## src/rtl/htu_pkg.sv

```systemverilog
package htu_pkg;
  localparam int unsigned WORD_W = 32;
  localparam int unsigned TIME_W = 64;
  localparam logic [15:0] CMP_BASE  = 16'h4000;
  localparam logic [15:0] TIME_BASE = 16'hBFF8;
  typedef logic [TIME_W-1:0] time_t;
endpackage

```

## src/rtl/htu_decode.sv

```systemverilog
module htu_decode #(
  parameter int unsigned NUM_HARTS = 4
) (
  input  logic [15:0]          addr_i,
  output logic [NUM_HARTS-1:0] sel_sw_o,
  output logic [NUM_HARTS-1:0] sel_cmp_o,
  output logic                 sel_tim_o,
  output logic                 hi_o
);
  import htu_pkg::*;

  logic        aligned;
  logic        in_sw;
  logic        in_cmp;
  logic [12:0] cmp_slot;

  assign aligned   = addr_i[1:0] == 2'b00;
  assign in_sw     = aligned && (addr_i < CMP_BASE);
  assign in_cmp    = aligned && (addr_i >= CMP_BASE) && (addr_i < TIME_BASE);
  assign sel_tim_o = aligned && (addr_i[15:3] == TIME_BASE[15:3]);
  assign cmp_slot  = addr_i[15:3] - CMP_BASE[15:3];
  assign hi_o      = addr_i[2];

  for (genvar h = 0; h < NUM_HARTS; h++) begin : g_sel
    assign sel_sw_o[h]  = in_sw  && (addr_i[13:2] == 12'(h));
    assign sel_cmp_o[h] = in_cmp && (cmp_slot == 13'(h));
  end
endmodule

```

## src/rtl/htu_mtime.sv

```systemverilog
module htu_mtime (
  input  logic          clk_i,
  input  logic          rst_ni,
  input  logic          tick_i,
  input  logic          we_lo_i,
  input  logic          we_hi_i,
  input  logic [31:0]   wdata_i,
  output htu_pkg::time_t mtime_o
);
  htu_pkg::time_t cnt_q;

  // a store wins over the increment in the same cycle
  always_ff @(posedge clk_i or negedge rst_ni) begin
    if (!rst_ni) begin
      cnt_q <= '0;
    end else if (we_lo_i || we_hi_i) begin
      if (we_lo_i) cnt_q[31:0]  <= wdata_i;
      if (we_hi_i) cnt_q[63:32] <= wdata_i;
    end else if (tick_i) begin
      cnt_q <= cnt_q + 64'd1;
    end
  end

  assign mtime_o = cnt_q;
endmodule

```

## src/rtl/htu_hart_slot.sv

```systemverilog
module htu_hart_slot (
  input  logic           clk_i,
  input  logic           rst_ni,
  input  logic           sw_we_i,
  input  logic           cmp_we_lo_i,
  input  logic           cmp_we_hi_i,
  input  logic [31:0]    wdata_i,
  input  htu_pkg::time_t mtime_i,
  output logic           sw_o,
  output htu_pkg::time_t cmp_o,
  output logic           irq_o
);
  logic           sw_q;
  htu_pkg::time_t cmp_q;

  always_ff @(posedge clk_i or negedge rst_ni) begin
    if (!rst_ni) begin
      sw_q  <= 1'b0;
      cmp_q <= '1;
    end else begin
      if (sw_we_i)     sw_q          <= wdata_i[0];
      if (cmp_we_lo_i) cmp_q[31:0]   <= wdata_i;
      if (cmp_we_hi_i) cmp_q[63:32]  <= wdata_i;
    end
  end

  assign sw_o  = sw_q;
  assign cmp_o = cmp_q;
  assign irq_o = mtime_i >= cmp_q;
endmodule

```

## src/rtl/htu_rdmux.sv

```systemverilog
module htu_rdmux #(
  parameter int unsigned NUM_HARTS = 4
) (
  input  logic [NUM_HARTS-1:0]       sel_sw_i,
  input  logic [NUM_HARTS-1:0]       sel_cmp_i,
  input  logic                       sel_tim_i,
  input  logic                       hi_i,
  input  logic [NUM_HARTS-1:0]       sw_i,
  input  logic [NUM_HARTS-1:0][63:0] cmp_i,
  input  htu_pkg::time_t             mtime_i,
  output logic [31:0]                rdata_o
);
  always_comb begin
    rdata_o = '0;
    for (int h = 0; h < NUM_HARTS; h++) begin
      if (sel_sw_i[h])  rdata_o = rdata_o | {31'b0, sw_i[h]};
      if (sel_cmp_i[h]) rdata_o = rdata_o | (hi_i ? cmp_i[h][63:32] : cmp_i[h][31:0]);
    end
    if (sel_tim_i) rdata_o = rdata_o | (hi_i ? mtime_i[63:32] : mtime_i[31:0]);
  end
endmodule

```

## src/rtl/hart_timer_unit.sv

```systemverilog
module hart_timer_unit #(
  parameter int unsigned NUM_HARTS = 4
) (
  input  logic                 clk_i,
  input  logic                 rst_ni,
  input  logic                 bus_req_i,
  input  logic                 bus_we_i,
  input  logic [15:0]          bus_addr_i,
  input  logic [31:0]          bus_wdata_i,
  output logic                 bus_rvalid_o,
  output logic [31:0]          bus_rdata_o,
  input  logic                 tick_i,
  output logic [NUM_HARTS-1:0] sw_irq_o,
  output logic [NUM_HARTS-1:0] tmr_irq_o
);
  logic [NUM_HARTS-1:0]       sel_sw, sel_cmp, cmp_wr;
  logic                       sel_tim, sel_hi, wr, rd;
  logic                       cnt_we_lo, cnt_we_hi, cnt_wr;
  logic [NUM_HARTS-1:0][63:0] cmp_arr;
  htu_pkg::time_t             mtime;
  logic [31:0]                rd_val;

  assign wr        = bus_req_i && bus_we_i;
  assign rd        = bus_req_i && !bus_we_i;
  assign cnt_we_lo = wr && sel_tim && !sel_hi;
  assign cnt_we_hi = wr && sel_tim && sel_hi;
  assign cnt_wr    = cnt_we_lo || cnt_we_hi;

  htu_decode #(.NUM_HARTS(NUM_HARTS)) u_dec (
    .addr_i   (bus_addr_i),
    .sel_sw_o (sel_sw),
    .sel_cmp_o(sel_cmp),
    .sel_tim_o(sel_tim),
    .hi_o     (sel_hi)
  );

  htu_mtime u_mtime (
    .clk_i  (clk_i),
    .rst_ni (rst_ni),
    .tick_i (tick_i),
    .we_lo_i(cnt_we_lo),
    .we_hi_i(cnt_we_hi),
    .wdata_i(bus_wdata_i),
    .mtime_o(mtime)
  );

  for (genvar h = 0; h < NUM_HARTS; h++) begin : g_hart
    assign cmp_wr[h] = wr && sel_cmp[h];
    htu_hart_slot u_slot (
      .clk_i      (clk_i),
      .rst_ni     (rst_ni),
      .sw_we_i    (wr && sel_sw[h]),
      .cmp_we_lo_i(cmp_wr[h] && !sel_hi),
      .cmp_we_hi_i(cmp_wr[h] && sel_hi),
      .wdata_i    (bus_wdata_i),
      .mtime_i    (mtime),
      .sw_o       (sw_irq_o[h]),
      .cmp_o      (cmp_arr[h]),
      .irq_o      (tmr_irq_o[h])
    );
  end

  htu_rdmux #(.NUM_HARTS(NUM_HARTS)) u_rdmux (
    .sel_sw_i (sel_sw),
    .sel_cmp_i(sel_cmp),
    .sel_tim_i(sel_tim),
    .hi_i     (sel_hi),
    .sw_i     (sw_irq_o),
    .cmp_i    (cmp_arr),
    .mtime_i  (mtime),
    .rdata_o  (rd_val)
  );

  // load data is the value seen in the request cycle
  always_ff @(posedge clk_i or negedge rst_ni) begin
    if (!rst_ni) begin
      bus_rvalid_o <= 1'b0;
      bus_rdata_o  <= '0;
    end else begin
      bus_rvalid_o <= rd;
      if (rd) bus_rdata_o <= rd_val;
    end
  end
endmodule

```

## config.mk

```make
export PLATFORM = sky130hd
export DESIGN_NAME = hart_timer_unit
export DESIGN_NICKNAME = d
export VERILOG_FILES = /design/src/rtl/htu_pkg.sv /design/src/rtl/htu_decode.sv /design/src/rtl/htu_mtime.sv /design/src/rtl/htu_hart_slot.sv /design/src/rtl/htu_rdmux.sv /design/src/rtl/hart_timer_unit.sv
export SDC_FILE = /design/constraint.sdc
export NUM_CORES = 1
export LEC_CHECK = 0
export BUFFER_PORTS_ARGS = -buffer_cell sky130_fd_sc_hd__buf_2
export CORE_MARGIN = 5
export CORE_UTILIZATION = 45
export CTS_CLUSTER_SIZE = 20
export DETAILED_ROUTE_END_ITERATION = 10
export PLACE_DENSITY = 0.71
export SLEW_MARGIN = 15
export SYNTH_ARGS = -nofsm -noshare
export SYNTH_HDL_FRONTEND = slang
export SYNTH_SLANG_ARGS = --single-unit
```

## constraint.sdc

```tcl
create_clock -name clk_i -period 4.1 [get_ports clk_i]
set_clock_uncertainty 0.1 [all_clocks]
set_input_delay 0.82 -clock clk_i [delete_from_list [all_inputs] [get_ports clk_i]]
set_output_delay 0.82 -clock clk_i [all_outputs]
set_load 0.02 [all_outputs]
```

; Yosys cells after proc, flatten, opt, wreduce, memory -nomap -nowiden
; Index checks and enable logic that the tools add are counted.
[totals]
word_cells = 102
register_bits = 357
out_inout_bits = 41
[op_classes]
n_eq_ne = 9
bitwise_logic = 8
n_reduce_logical = 42
muxes = 18
add_sub_neg = 2
order_cmp = 7
[ops]
columns = cell, n
row1 = 32-bit two-way mux, 15
row2 = 64-bit greater-or-equal comparator, 4
row3 = 32-bit OR, 5
row4 = 64-bit two-way mux, 2
row5 = 32-bit by 1-bit OR with 32-bit output, 3
row6 = "64-bit by 1-bit adder with 64-bit output, second input constant", 1
row7 = 1-bit logical AND, 33
row8 = "13-bit by 2-bit == test with 1-bit output, second input constant", 2
row9 = "12-bit by 2-bit == test with 1-bit output, second input constant", 2
row10 = "16-bit by 15-bit greater-or-equal comparator with 1-bit output, second input constant", 1
row11 = "16-bit by 15-bit < comparator with 1-bit output, second input constant", 1
row12 = "16-bit < comparator, second input constant", 1
row13 = "13-bit by 1-bit == test with 1-bit output, second input constant", 1
row14 = "13-bit == test, second input constant", 1
row15 = 13-bit logical NOT, 1
row16 = "13-bit by 12-bit subtractor with 13-bit output, second input constant", 1
row17 = "12-bit by 1-bit == test with 1-bit output, second input constant", 1
row18 = 12-bit logical NOT, 1
row19 = "2-bit by 1-bit inequality test with 1-bit output, second input constant", 2
row20 = 2-bit AND reduction, 2
row21 = 1-bit logical NOT, 2
row22 = 2-bit logical NOT, 1
row23 = 2-bit nonzero test, 1
row24 = 1-bit logical OR, 1
row25 = 1-bit two-way mux, 1

; Longest topological paths before layout
; Gate-level depths: netlist of run 1.
[logic_depth]
depth_word = 20
depth_mapped = 10
ltp_nobuf = 8

; Cells and area by module
; From an unflattened synthesis of run 1, not the netlist that was laid out.
[unflattened]
cells_unflattened = 2636
area_unflattened_um2 = 23825.4
[by_module_without_submodules]
columns = module, area_each_um2, cells_each, n_inst
row1 = htu_hart_slot (g_hart[0].u_slot ...), 3965.1, 428, 3
row2 = htu_mtime, 4254.1, 530, 1
row3 = htu_hart_slot (g_hart[3].u_slot), 3995.1, 434, 1
row4 = htu_rdmux, 1990.7, 271, 1
row5 = hart_timer_unit, 1490.2, 86, 1
row6 = htu_decode, 200.2, 31, 1

; Least setup slack after synthesis of run 1
; No wires, ideal clock.
[synth_timing]
kind = reg2out
startpoint = reg g_hart[2].u_slot.cmp_q[13]
endpoint = out tmr_irq_o[2]
n_path_buf = 1
path_stages_with_launch = 10
path_slack_ns = 0.826
t_arrival_ns = 2.354
cell_sequence = dfstp_2 inv_1 ha_1 a21o_1 a21o_1 a221o_1 o31ai_1 a31oi_1 or4_1 buf_4
[synth_via]
elab_chain_cells = 1
[synth_rtl]
columns = element, line_no
row1 = "start, declared", htu_hart_slot.sv:14  ; htu_pkg::time_t cmp_q;
row2 = "start signal, assigned", htu_hart_slot.sv:22  ; if (cmp_we_lo_i) cmp_q[31:0] <= wdata_i;
row3 = 64-bit greater-or-equal comparator, htu_hart_slot.sv:29  ; assign irq_o = mtime_i >= cmp_q;
row4 = "end, declared", hart_timer_unit.sv:14  ; output logic [NUM_HARTS-1:0] tmr_irq_o
; Every way passes these cells.

; Worst setup path after layout of run 1
[layout_timing]
startpoint = reg g_hart[2].u_slot.cmp_q[7]
endpoint = out tmr_irq_o[2]
; The elaborated chain is that of the path after synthesis.

==> flow_summary_export.csv, run 1 <==
group,metric,value,unit
critical_path,max_stage_delay,0.55,ns
clock_tree,numClockSinks,357,
logic_synthesis,yosys_most_used_dff,"sky130_fd_sc_hd__dfstp_2",
global_routing,grt_util_all_layers,0.290,
detailed_routing,route.detailed.wl_per_inst,24.4,microns
final_layout,area.growth.synth_to_final,15.5,%
placed_design,io_buffers,93,
critical_path,crit_fanout,3,
min_path,holdCritStartpoint,"bus_rdata_o[31]",
logic_synthesis,synth_top_family_by_area,"compound AO/OA/AOI/OAI gates",
die,initial_utilization,0.456,
critical_path,worstRegToRegCells,9,
clock_tree,clkSlewWorstSetupHoldPaths,0.06,ns
timing,max-slew-margin-rel,0.318,
global_routing,grt_pass1_wl,131000,microns
placed_design,half_perimeter_wire_length_after_detailed_placement,62300,microns
logic_synthesis,netlist-cell-type-count,71,
run,timing.max_cap.violations,0,
detailed_routing,post-route-drc-count,0,
critical_path,critPathSlowestCell,"sky130_fd_sc_hd__dfstp_2",
timing,min_period_over_period,0.999,
global_routing,first_global_vias,21500,
power_and_ir_drop,power.ir.vdd_worst,297,uV
timing,rsz_0062_raised_after_global_routing,"yes",
global_routing,antenna_violations_before_repair,1,
clock_tree,cts-buffers-inserted,43,
min_path,min_path_cells,2,
placed_design,dpl-instance-area,0.0257,sq mm
critical_path,timing.rr.start,"u_mtime.mtime_o[1]",
min_path,min_path_type,"reg -> reg",
critical_path,worstPathCellList,"inv_2, ha_4, a21oi_2, o21ai_2, a221o_1, o31ai_4, a31oi_1, or4_4, buf_6",
logic_synthesis,synth-compound-area-share,0.173,
logic_synthesis,yosys-top-cells-count,"sky130_fd_sc_hd__nand2_1 (338), sky130_fd_sc_hd__o21ai_0 (285), sky130_fd_sc_hd__inv_1 (268)",
power_and_ir_drop,swShare,0.281,
logic_synthesis,synth-xor-area-share,0.000364,
die,full_die_area,0.0582,sq mm
critical_path,cp_top_family,"compound AO/OA/AOI/OAI gates",
clock_tree,cts_tree,"built",
clock_tree,ctsRootBufferMaster,"sky130_fd_sc_hd__clkbuf_16",
logic_synthesis,synth.area.mux_share,0.0911,
timing,fin_worst_hold_slack,0.394,ns
critical_path,timing.critical_path.from,"g_hart[2].u_slot.cmp_o[7]",
logic_synthesis,post_synth_instance_area,0.0241,sq mm
power_and_ir_drop,leakage,13.7,nW
detailed_routing,post_drt_via_cell_ratio,6.14,
power_and_ir_drop,share_comb_of_total_power,0.129,
final_layout,layout.area.seq,0.00928,sq mm
clock_tree,htreeDepth,2,
die,row_count,84,
logic_synthesis,seq_total_area_yosys,0.384,
global_routing,globalRoute.totalOverflow,0,
logic_synthesis,synth_largest_type_area_fraction,0.279,
final_layout,multiInputGateArea,0.0137,sq mm
critical_path,worst_ep_required_time,3.18,ns
power_and_ir_drop,pwr_density_cell,315,mW/mm^2
power_and_ir_drop,total_power,8.76,mW
logic_synthesis,synth_nets,3022,
power_and_ir_drop,net_load_switching_power,2.46,mW
logic_synthesis,syn-mean-instance-area,8.89,sq um
detailed_routing,drtPass1Iterations,6,
detailed_routing,drt_wl_total,86200,microns
critical_path,critPathArrivalTime,3.18,ns
detailed_routing,route.vias.total,21700,
final_layout,fillCellCount,4765,
logic_synthesis,synth_top_area_cell,"sky130_fd_sc_hd__dfstp_2",
final_layout,drive_above_1_share,0.253,
clock_tree,clock_path_buffers,3,
detailed_routing,route.antenna.remaining_nets,0,
power_and_ir_drop,clockPowerShare,0.443,
final_layout,finalInstanceArea,0.0278,sq mm
critical_path,critPathLaunchType,"flop",
die,placeableCoreArea,0.0528,sq mm
power_and_ir_drop,cellInternalPower,6.30,mW
logic_synthesis,synth-edff-count,0,
timing,setup_viol,0,
logic_synthesis,post_synth_inst_count,2710,
run_status,status,"finished, final reports clean",
logic_synthesis,async_flop_share,1.00,
placed_design,worst_setup_timing_slack_at_the_placement_stage,-0.135,ns
final_layout,finish.net_count,3123,
detailed_routing,1st_iter_drt_viols,2040,
logic_synthesis,yosys_register_bits,357,
critical_path,crit-reg2reg-capture,"u_mtime.mtime_o[60]",
die,chipWidth,241,microns
timing,pin_slew_with_the_least_headroom_to_its_limit,1.01,ns
logic_synthesis,yosys.cell_count.top_type,"sky130_fd_sc_hd__nand2_1",
placed_design,finalWeightedCongestion,1.01,
logic_synthesis,synthesis.yosys.warnings,0,
min_path,worst_hold_end,"bus_rdata_o[31]",
die,io_pins,94,
critical_path,end_kind,"output port",
logic_synthesis,synthSimpleGateAreaFrac,0.148,
clock_tree,insertion_delay,0.60,ns
timing,hold_viol_final,0,
timing,layout_setup_ws,0.00349,ns
logic_synthesis,synth_fa_ha_area_frac,0.135,
timing,max_freq,0.244,GHz
logic_synthesis,synthTopCellsByArea,"sky130_fd_sc_hd__dfstp_2 (28%), sky130_fd_sc_hd__ha_1 (13%), sky130_fd_sc_hd__dfrtp_1 (10%)",
die,chipHeight,241,microns
global_routing,grt_max_degree,124,
critical_path,cp_num_buf_inv,2,
timing,period_needed,4.10,ns
power_and_ir_drop,sequentialPowerShare,0.429,
critical_path,worstSetupPathType,"reg -> out",
timing,pins_over_their_slew_limit,0,
critical_path,reg2reg_slack,0.65,ns
-- worst max-delay path by stage --
stage | to | slack (ns) | cells after the start
floorplan | tmr_irq_o[2] | 0.83 | 9
global placement | tmr_irq_o[1] | -0.12 | 9
detailed placement | tmr_irq_o[1] | -0.14 | 9
CTS | tmr_irq_o[0] | 0.0002 | 8
global route | tmr_irq_o[2] | -0.03 | 9
finish | tmr_irq_o[2] | 0.003 | 9
-- per-layer routing --
| metal | GRT usage | vias to the layer above | routed length (microns) |
|---|---|---|---|
| met5 | 0 | - | 0 |
| met3 | 0.0510 | 243 | 7120 |
| li1 | - | 9836 | - |
| met1 | 0.395 | 10600 | 36000 |
| met2 | 0.464 | 993 | 39400 |
| met4 | 0.114 | 0 | 3770 |
-- kinds of logic (layout without fill, tap and decap cells) --
group           count (synthesis)  in the layout
buf+inv                       428            563
simple gates                  767            767
fa+ha+maj                     259            259
mux                           209            209
xor+xnor                        1              1
other cells                     0              1
compound gates                689            689
flops                         357            357
-- final cells by class --
cell class                      count  area share
Multi-Input combinational cell   1925       0.494
Sequential cell                   357       0.333
Timing Repair Buffer              216      0.0544
Clock buffer                       64      0.0455
Inverter                          268      0.0362
Tap cell                          688      0.0310
Clock inverter                     15     0.00522
Antenna cell                        1   0.0000900
-- worst register-to-register path, delay by kind of cell (launching register included) --
kind	cells	cell delay (ns)
AO/OA/AOI/OAI	2	0.18
adder cells (fa/ha/maj)	1	0.25
buffers and inverters	2	0.49
flip-flops	1	0.41
AND/OR/NAND/NOR	4	1.92
-- power groups by stage --
stage               sequential (mW)  combinational [mW]  clock, mW
floorplan                      3.82               0.497          0
CTS                            3.75                1.08       3.93
finish                         3.75                1.13       3.88
detailed placement             3.79                1.00          0
global placement               3.79               0.989          0
global route                   3.76                1.22       4.09
-- registers in the layout (all words and copies together) (netlist names) --
name / cells
g_hart.u_slot.cmp_o: 256
g_hart.u_slot.sw_o: 4
bus_rvalid_o: 1
u_mtime.mtime_o: 64
bus_rdata_o: 32
-- metrics by stage --
step / std cells / util / TNS [ns]
2_1_floorplan: 2710 / - / 0
3_3_place_gp: 3439 / 0.488 / -0.116
3_5_place_dp: 3439 / 0.488 / -0.135
4_1_cts: 3530 / 0.523 / 0
5_1_grt: 3534 / 0.527 / -0.0625
6_report: 3534 / 0.527 / 0
-- repair_timing --
item | 4_1_cts | 5_1_grt
hold endpoints to repair | 7 | 0
pin swaps | 29 | 21
hold buffers | 1 | 0
setup buffers | 12 | 3
setup endpoints to repair | 4 | 4
gates resized for setup | 76 | 36
-- placed cells by master, fill, tap and decap left out, drive strengths merged, types with 5 or more instances in the layout --
cell type / n
a211o: 6
a211oi: 48
a21o: 39
a21oi: 137
a221oi: 5
a31oi: 13
and2: 6
and3: 18
and4: 8
buf: 215
clkbuf: 64
clkinv: 10
dfrtp: 101
dfstp: 256
ha: 259
inv: 269
mux2: 72
mux2i: 136
nand2: 338
nand2b: 9
nand3: 68
nand4: 66
nor2: 146
nor2b: 8
nor3: 40
nor4: 22
o211ai: 8
o21a: 13
o21ai: 292
o221ai: 32
o22ai: 45
o31ai: 6
or3: 12
or4: 12
(Power assumes the default switching activity.)
==> run 2: changes to the inputs <==
--- a/config.mk
+++ b/config.mk
@@ -6,11 +6,13 @@
 export NUM_CORES = 1
 export LEC_CHECK = 0
 export BUFFER_PORTS_ARGS = -buffer_cell sky130_fd_sc_hd__buf_2
+export CELL_PAD_IN_SITES_DETAIL_PLACEMENT = 0
+export CELL_PAD_IN_SITES_GLOBAL_PLACEMENT = 2
 export CORE_MARGIN = 5
-export CORE_UTILIZATION = 45
+export CORE_UTILIZATION = 40
 export CTS_CLUSTER_SIZE = 20
 export DETAILED_ROUTE_END_ITERATION = 10
-export PLACE_DENSITY = 0.71
+export PLACE_DENSITY = 0.91
 export SLEW_MARGIN = 15
 export SYNTH_ARGS = -nofsm -noshare
 export SYNTH_HDL_FRONTEND = slang
==> run 2 against run 1 <==
Compared with the run above:
- sequential power about the same
- highest routed layer is now met5
- non-clock buffer count grew 7
- first-iteration DRC count down 16%
- worst hold slack worse by 0.23 ns
- maximum frequency increased by 0.55%
- critical endpoint unchanged
- critical path depth did not move
- combinational power about the same
- largest cell class unchanged
==> flow_summary_export.csv, run 2 (same netlist as run 1, synthesis figures left out) <==
group,metric,value,unit
die,chipWidth,255,microns
die,io_pins,94,
placed_design,io_buffers,93,
timing,max_freq,0.245,GHz
final_layout,layout.cells.non_filler,3639,
detailed_routing,post_drt_via_cell_ratio,5.84,
clock_tree,cts-buffers-inserted,45,
critical_path,worstSetupPathType,"reg -> out",
critical_path,end_kind,"output port",
final_layout,layout_common_cells,"sky130_fd_sc_hd__nand2_1 (335), sky130_fd_sc_hd__o21ai_0 (277), sky130_fd_sc_hd__inv_1 (260)",
final_layout,finalInstanceArea,0.0282,sq mm
timing,hold_viol_final,0,
die,row_count,90,
die,placeableCoreArea,0.0600,sq mm
power_and_ir_drop,leakage,13.8,nW
final_layout,finish.net_count,3132,
timing,period_needed,4.07,ns
die,full_die_area,0.0652,sq mm
min_path,min_path_type,"in -> async",
detailed_routing,route.vias.total,21200,
detailed_routing,drt_wl_total,88700,microns
clock_tree,insertion_delay,0.58,ns
clock_tree,ctsRootBufferMaster,"sky130_fd_sc_hd__clkbuf_16",
die,initial_utilization,0.401,
timing,rsz_0062_raised_after_global_routing,"yes",
clock_tree,clock_path_buffers,3,
final_layout,largest_register_ff_count,256,
placed_design,finalWeightedCongestion,0.984,
final_layout,most_common_library_cell_in_the_layout_ignoring_fill_and_taps,"sky130_fd_sc_hd__nand2_1",
detailed_routing,drtPass1Iterations,6,
run,timing.max_cap.violations,0,
power_and_ir_drop,power.ir.vdd_worst,277,uV
detailed_routing,route.detailed.wl_per_inst,24.4,microns
clock_tree,htreeDepth,2,
placed_design,placedCellCount,3529,
detailed_routing,1st_iter_drt_viols,1711,
final_layout,fillCellCount,5680,
die,chipHeight,255,microns
run_status,status,"finished, final reports clean",
timing,pin_slew_with_the_least_headroom_to_its_limit,0.962,ns
clock_tree,clkSlewWorstSetupHoldPaths,0.06,ns
timing,max-slew-margin-rel,0.359,
timing,fin_worst_hold_slack,0.162,ns
global_routing,antenna_violations_before_repair,2,
timing,setup_viol,0,
final_layout,area.growth.synth_to_final,17.1,%
timing,pins_over_their_slew_limit,0,
power_and_ir_drop,total_power,9.01,mW
critical_path,reg2reg_slack,0.55,ns
placed_design,dpl-instance-area,0.0258,sq mm
global_routing,first_global_vias,21500,
global_routing,grt_pass1_wl,135000,microns
global_routing,grt_max_degree,116,
global_routing,globalRoute.totalOverflow,0,
critical_path,critPathLaunchType,"flop",
placed_design,half_perimeter_wire_length_after_detailed_placement,64800,microns
detailed_routing,route.antenna.remaining_nets,0,
clock_tree,numClockSinks,357,
final_layout,drive_above_1_share,0.257,
critical_path,worst_ep_required_time,3.18,ns
global_routing,grt_util_all_layers,0.263,
critical_path,critPathArrivalTime,3.15,ns
timing,min_period_over_period,0.994,
clock_tree,cts_tree,"built",
power_and_ir_drop,pwr_density_cell,319,mW/mm^2
detailed_routing,post-route-drc-count,0,
critical_path,crit_fanout,2,
## run 2: cell types whose count changed in the layout (fill, tap and decap cells not counted), sizes merged
| cell | delta |
|---|---|
| clkinv | -6 |
| clkbuf | +9 |
| inv | +1 |
| dlygate4sd3 | -1 |
| bufinv | +2 |
| buf | +8 |
| clkinvlp | -2 |
## run 2: power breakdown
group | switching, mW | internal (mW)
Combinational | 0.721 | 0.435
Clock | 1.62 | 2.49
Sequential | 0.122 | 3.62
Total | 2.46 | 6.55
## run 2: layout make-up
| type | instances | area, sq um | share of cell area |
|---|---|---|---|
| multi-input combinational | 1925 | 13900 | 0.492 |
| sequential | 357 | 9270 | 0.329 |
| timing repair buffer | 223 | 1580 | 0.0561 |
| clock buffer | 73 | 1350 | 0.0477 |
| inverter | 268 | 1010 | 0.0357 |
| tap | 782 | 978 | 0.0347 |
| clock inverter | 10 | 158 | 0.00559 |
| antenna | 1 | 2.50 | 0.0000887 |
## run 2: final timing paths
check	from	endpoint	cells after the start
setup / recovery	g_hart[2].u_slot.cmp_o[8]	tmr_irq_o[2]	9
hold / removal	rst_ni	bus_rdata_o[29]	1
setup reg to reg	u_mtime.mtime_o[1]	u_mtime.mtime_o[30]	8
hold reg to reg	bus_rdata_o[25]	bus_rdata_o[25]	2
max in group asynchronous	rst_ni	u_mtime.mtime_o[12]	2
min in group clk_i	bus_rdata_o[25]	bus_rdata_o[25]	2
## run 2: metrics by stage
stage / TNS (ns) / setup slack (ns) / utilization
after floorplan: 0 / 0.826 / -
after global placement: 0 / 0.103 / 0.430
after detailed placement: -0.0254 / -0.0254 / 0.430
after CTS: -0.0129 / -0.0129 / 0.465
after global routing: -0.0908 / -0.0500 / 0.470
final: 0 / 0.0261 / 0.470
## run 2: critical path: stages (launching register included)
cell and delay (ns):
sky130_fd_sc_hd__dfstp_2 0.53, sky130_fd_sc_hd__inv_1 0.05, sky130_fd_sc_hd__ha_1 0.29, sky130_fd_sc_hd__nand4_1 0.15, sky130_fd_sc_hd__nor2_4 0.05, sky130_fd_sc_hd__a221o_1 0.36, sky130_fd_sc_hd__o31ai_4 0.32, sky130_fd_sc_hd__a31oi_4 0.12
sky130_fd_sc_hd__or4_4 0.54, sky130_fd_sc_hd__buf_6 0.16
## run 2: what timing repair did
action	CTS	global route
endpoints found under the setup margin	4	4
resized for setup	77	51
hold buffers	0	0
pin swaps	29	33
setup buffers	20	7
## run 2: routing by layer
| layer | global-route usage | part of all wire | up-vias |
|---|---|---|---|
| li1 | - | - | 9871 |
| met1 | 0.353 | 0.44 | 10500 |
| met2 | 0.435 | 0.47 | 706 |
| met3 | 0.0388 | 0.056 | 198 |
| met4 | 0.0954 | 0.041 | 4 |
| met5 | 0 | 0.00024 | - |
